<file path="src/rtl/sdram_burst_seq.sv">
module sdram_burst_seq #(
  parameter int ADDR_W = 10,
  parameter int COL_W  = 8,
  parameter int BANK_W = 1,
  parameter int BYTES  = 4
)(
  input  logic              clk,
  input  logic              rst_n,
  input  logic              cs_n,
  input  logic              ras_n,
  input  logic              cas_n,
  input  logic              we_n,
  input  logic [ADDR_W-1:0] addr,
  input  logic [BANK_W-1:0] ba,
  input  logic [BYTES-1:0]  dqm,
  output logic [COL_W-1:0]  col_o,
  output logic [BANK_W-1:0] bank_o,
  output logic              burst_o,
  output logic              wr_stb_o,
  output logic [BYTES-1:0]  wr_be_o,
  output logic              rd_valid_o,
  output logic [BYTES-1:0]  rd_be_o
);
  localparam logic [COL_W-1:0] ALL_ONES = '1;

  wire cmd_mode = ~cs_n & ~ras_n & ~cas_n & ~we_n;
  wire cmd_rd   = ~cs_n &  ras_n & ~cas_n &  we_n;
  wire cmd_wr   = ~cs_n &  ras_n & ~cas_n & ~we_n;
  wire cmd_stop = ~cs_n &  ras_n &  cas_n & ~we_n;
  wire cmd_pre  = ~cs_n & ~ras_n &  cas_n & ~we_n;

  logic [2:0]        len_code_q;
  logic              ilv_q, lat3_q, single_q;
  logic              active_q, is_wr_q;
  logic [COL_W-1:0]  start_q, beat_q;
  logic [BANK_W-1:0] bank_q;
  logic              rv1_q, rv2_q;
  logic [BYTES-1:0]  msk1_q, msk2_q;
  logic [COL_W-1:0]  len_mask;

  always_comb begin
    case (len_code_q)
      3'b001:  len_mask = COL_W'(1);
      3'b010:  len_mask = COL_W'(3);
      3'b011:  len_mask = COL_W'(7);
      3'b111:  len_mask = ALL_ONES;
      default: len_mask = '0;
    endcase
  end

  wire              one_beat = is_wr_q & single_q;
  wire              full_pg  = (len_code_q == 3'b111) & ~one_beat;
  wire [COL_W-1:0]  eff_mask = one_beat ? '0 : len_mask;
  wire [COL_W-1:0]  offset   = (ilv_q & ~full_pg) ? (start_q ^ beat_q) : (start_q + beat_q);
  wire              last     = ~full_pg & (beat_q == eff_mask);

  assign col_o      = (start_q & ~eff_mask) | (offset & eff_mask);
  assign bank_o     = bank_q;
  assign burst_o    = active_q;
  assign wr_stb_o   = active_q & is_wr_q;
  assign wr_be_o    = wr_stb_o ? ~dqm : '0;
  assign rd_valid_o = lat3_q ? rv2_q : rv1_q;
  assign rd_be_o    = rd_valid_o ? ~msk2_q : '0;

  always_ff @(posedge clk) begin
    if (!rst_n) begin
      len_code_q <= 3'b000;
      ilv_q      <= 1'b0;
      lat3_q     <= 1'b0;
      single_q   <= 1'b0;
      active_q   <= 1'b0;
      is_wr_q    <= 1'b0;
      start_q    <= '0;
      beat_q     <= '0;
      bank_q     <= '0;
      rv1_q      <= 1'b0;
      rv2_q      <= 1'b0;
      msk1_q     <= '0;
      msk2_q     <= '0;
    end else begin
      rv1_q  <= active_q & ~is_wr_q;
      rv2_q  <= rv1_q;
      msk1_q <= dqm;
      msk2_q <= msk1_q;
      if (cmd_rd || cmd_wr) begin
        active_q <= 1'b1;
        is_wr_q  <= cmd_wr;
        start_q  <= addr[COL_W-1:0];
        beat_q   <= '0;
        bank_q   <= ba;
      end else if (cmd_stop || cmd_pre) begin
        active_q <= 1'b0;
      end else if (active_q) begin
        if (last) active_q <= 1'b0;
        else      beat_q   <= beat_q + 1'b1;
      end
      if (cmd_mode && !active_q && addr[8:7] == 2'b00) begin
        len_code_q <= addr[2:0];
        ilv_q      <= addr[3];
        lat3_q     <= (addr[6:4] == 3'b011);
        single_q   <= addr[9];
      end
    end
  end

  AST_BURST_START: assert property (@(posedge clk) disable iff (!rst_n)
    (cmd_rd || cmd_wr) |=> burst_o && col_o == $past(addr[COL_W-1:0]) && bank_o == $past(ba));
  AST_BURST_STOP: assert property (@(posedge clk) disable iff (!rst_n)
    ((cmd_stop || cmd_pre) && !cmd_rd && !cmd_wr) |=> !burst_o);
  AST_MODE_HELD: assert property (@(posedge clk) disable iff (!rst_n)
    burst_o |=> $stable({len_code_q, ilv_q, lat3_q, single_q}));
  AST_READ_LAT2: assert property (@(posedge clk) disable iff (!rst_n)
    (burst_o && !wr_stb_o && !lat3_q) |=> rd_valid_o);
  AST_READ_MASK: assert property (@(posedge clk) disable iff (!rst_n)
    rd_valid_o |-> rd_be_o == ~$past(dqm, 2));
  AST_WRITE_IDLE: assert property (@(posedge clk) disable iff (!rst_n)
    !burst_o |-> !wr_stb_o && wr_be_o == '0);
endmodule

</file>
<file path="config.mk">
export PLATFORM = sky130hd
export DESIGN_NAME = sdram_burst_seq
export DESIGN_NICKNAME = d
export VERILOG_FILES = /design/src/rtl/sdram_burst_seq.sv
export SDC_FILE = /design/constraint.sdc
export NUM_CORES = 1
export LEC_CHECK = 0
export BUFFER_PORTS_ARGS = -buffer_cell sky130_fd_sc_hd__buf_2
export CAP_MARGIN = 30
export CORE_MARGIN = 2
export CORE_UTILIZATION = 55
export DETAILED_ROUTE_END_ITERATION = 8
export GPL_ROUTABILITY_DRIVEN = 1
export PLACE_DENSITY = 0.8
export SLEW_MARGIN = 20
export SYNTH_ARGS = -nofsm -noshare
export SYNTH_HDL_FRONTEND = slang
export SYNTH_SLANG_ARGS = --single-unit
</file>
<file path="constraint.sdc">
create_clock -name clk -period 3.5 [get_ports clk]
set_clock_uncertainty 0.05 [all_clocks]
set_input_delay 0.7 -clock clk [delete_from_list [all_inputs] [get_ports clk]]
set_output_delay 0.7 -clock clk [all_outputs]
set_load 0.02 [all_outputs]
</file>
==> summary.txt <==
Hold Slack: 0.3938 ns
Max stage delay on crit path: 0.50 ns
simple-gate share of the synthesized area: 27.63%
fin crit share: 88.03%
die height: 63.50 um
PortBufs: 40
HP Class: reg2reg
Clock power frac: 37.2%
iteration-0 DRC count of the detailed router: 97
Internal Power: 0.5807 mW
clock latency on the worst-skew pair: 0.35 ns
I/O pins: 41
initial antenna violation count: 0
crit path max fanout: 10
area grow syn2layout: 15.62%
fmax: 0.3246 GHz
Synth area leaders: dfxtp_1 (36%), nand2_1 (7.7%), mux2i_1 (6.2%)
placed cell areas: 2176 sq um
RSZ-0062 raised after global routing: false
EDFF count, synth: 0
largest net degree at the start of global routing: 30
CP delay by family, top: flip-flops
Mapped Cells: 239
post-synth cell types: 45
register share of total power: 54.5%
row cnt: 21
die width: 63.50 um
drt via density: 5.309
switching share of power: 23.39%
share of layout cells above drive strength 1: 19.78%
ys async rst share: 0%
most common cell in the netlist: nand2_1
DRC: 0
status: complete, no violations
Seq/Total Area, Yosys: 35.99%
clk buf depth: 2
Setup Viol. Count Final: 0
Final min period: 3.081 ns
WP data arrival: 2.33 ns
Max-slew headroom: 45.13%
predominant post-synthesis flop cell: dfxtp_1
Design Area, Final: 2251 sq um
GPL Wtd Cong: 0.8526
clock slew at reported path FFs: 0.11 ns
total power density per cell area: 336.8 nW/um^2
Post-Route WL: 3.995 mm
Total GRT Usage: 21.58%
post-synthesis mux area share: 6.170%
Fin. Hold Viols: 0
global-route wire length before repair: 6.782 mm
Final nets: 308
Synth Area in Adders: 6.170%
post-synth top area share: 35.99%
critical path's slowest cell: dfxtp_1
CTS tree: yes
Comb power frac: 8.3%
sw power: 0.1773 mW
main combinational cell family by area after synthesis: simple AND/OR/NAND/NOR gates
Synth Cell Area: 1947 sq um
Post-CTS Resized: 0
flops & latches, synth: 35
Post-Syn Nets: 269
TritonCTS Buffers: 5
mean routed wirelength per cell: 12.33 um
area leader, netlist: dfxtp_1
cell chain of the critical path: ha_1, a21oi_1, o2111ai_1, and3_2, nor3_1, xor2_1, buf_2
Synth Area in XOR/XNOR: 3.599%
number of global-route vias before repair: 1569
# fillers: 325
syn_area_per_cell: 8.146 sq um
CP Data Required Time: 2.75 ns
Initial Util: 57.89%
setup bufs post-CTS: 0
Yosys Warn Count: 0
final slew viol count: 0
Crit path buffers/inverters: 1
Compound-Gate Fraction of Synth Area: 16.07%
gr ovfl total: 0
Detailed Routing Iterations Pass 1: 5
antenna-violating nets left: 0
Crit. End Element: output port
Max-cap violations: 0
WS Path Type: reg2out
die area: 4032 sq um
setup TNS after final layout: 0 ns
FF+latch area: 700.7 sq um
P_leak: 1.029 nW
# H-tree levels: 2
worst vdd ir: 0.2671 mV
cts hold-fix bufs: 0
startpoint types: register
utilization after layout: 66.93%
Post-synth top cells: nand2_1 (40), dfxtp_1 (35), nor2_1 (23)
Post-DP HPWL: 3.040 mm
core area: 3363 sq um
PnR worst setup slack: 0.4190 ns
pre-CTS WS: 0.8206 ns
Least-Margin Pin Slew: 0.8213 ns
CTS root buffer: clkbuf_4
Ant. Diodes: 0
Sink Count: 35
total number of vias: 1720
multi-input logic area: 1161 sq um
[per-stage QoR]
step / cells / total power [mW]
6_report: 324 / 0.7580
5_1_grt: 324 / 0.7898
4_1_cts: 324 / 0.7666
3_5_place_dp: 317 / 0.4848
3_3_place_gp: 317 / 0.4832
2_1_floorplan: 239 / 0.4590
[power by group through the flow]
stage	registers, mW	clock network [mW]	logic (mW)
finish	0.413	0.282	0.0629
CTS	0.413	0.291	0.0629
floorplan	0.421	0	0.0379
detailed placement	0.422	0	0.0625
global placement	0.422	0	0.0612
global route	0.414	0.306	0.0696
[registers in the layout (all words and copies together) (netlist names)]
name	count
bank_o	1
beat_q	8
burst_o	1
ilv_q	1
is_wr_q	1
lat3_q	1
len_code_q	3
msk1_q	4
msk2_q	4
rv1_q	1
rv2_q	1
single_q	1
start_q	8
[cell usage in the layout, fill, tap and decap left out, types with 3 or more instances in the layout]
| master | netlist | routed |
|---|---|---|
| nand2b_1 | 4 | 4 |
| nand3_1 | 9 | 9 |
| inv_1 | 11 | 11 |
| and2_1 | 10 | 10 |
| dfxtp_1 | 35 | 35 |
| ha_1 | 8 | 8 |
| nor2_1 | 23 | 23 |
| xor2_1 | 6 | 6 |
| nor3b_1 | 3 | 3 |
| nor2b_1 | 8 | 8 |
| o21ai_0 | 7 | 7 |
| buf_2 | 2 | 40 |
| a21boi_0 | 10 | 10 |
| mux2i_1 | 12 | 12 |
| nand2_1 | 40 | 40 |
| a21oi_1 | 8 | 8 |
| nor3_1 | 5 | 5 |
| clkbuf_4 | 0 | 5 |
[area by class of cell]
type	count	area share [%]
flip-flops and latches	35	31.13
clock buffers	5	1.668
clock inverters	2	1.668
well taps	46	2.557
multi-input cells	183	51.58
inverters	11	1.834
repair buffers	42	9.561
[cells by family after synthesis]
kind of cell,after synthesis
buf+inv,21
fa+ha+maj,9
simple gates,111
flops,35
compound gates,43
xor+xnor,8
mux,12
[metal layers]
metal / vias up / track usage, % / part of all wire [%]
li1: 890 / - / -
met1: 779 / 26.78 / 48
met2: 44 / 33.95 / 45
met3: 7 / 6.250 / 4.9
met4: 0 / 10.87 / 2.2
met5: - / 0 / 0
[final timing paths]
kind                       from         to  slack, ns  cells after the start
setup / recovery      beat_q[1]   col_o[7]       0.42                      7
hold reg to reg       msk1_q[2]  msk2_q[2]       0.39                      1
setup reg to reg  len_code_q[1]  beat_q[0]       1.76                      5
hold / removal        msk1_q[2]  msk2_q[2]       0.39                      1
Power figures use the tool's default switching activity.
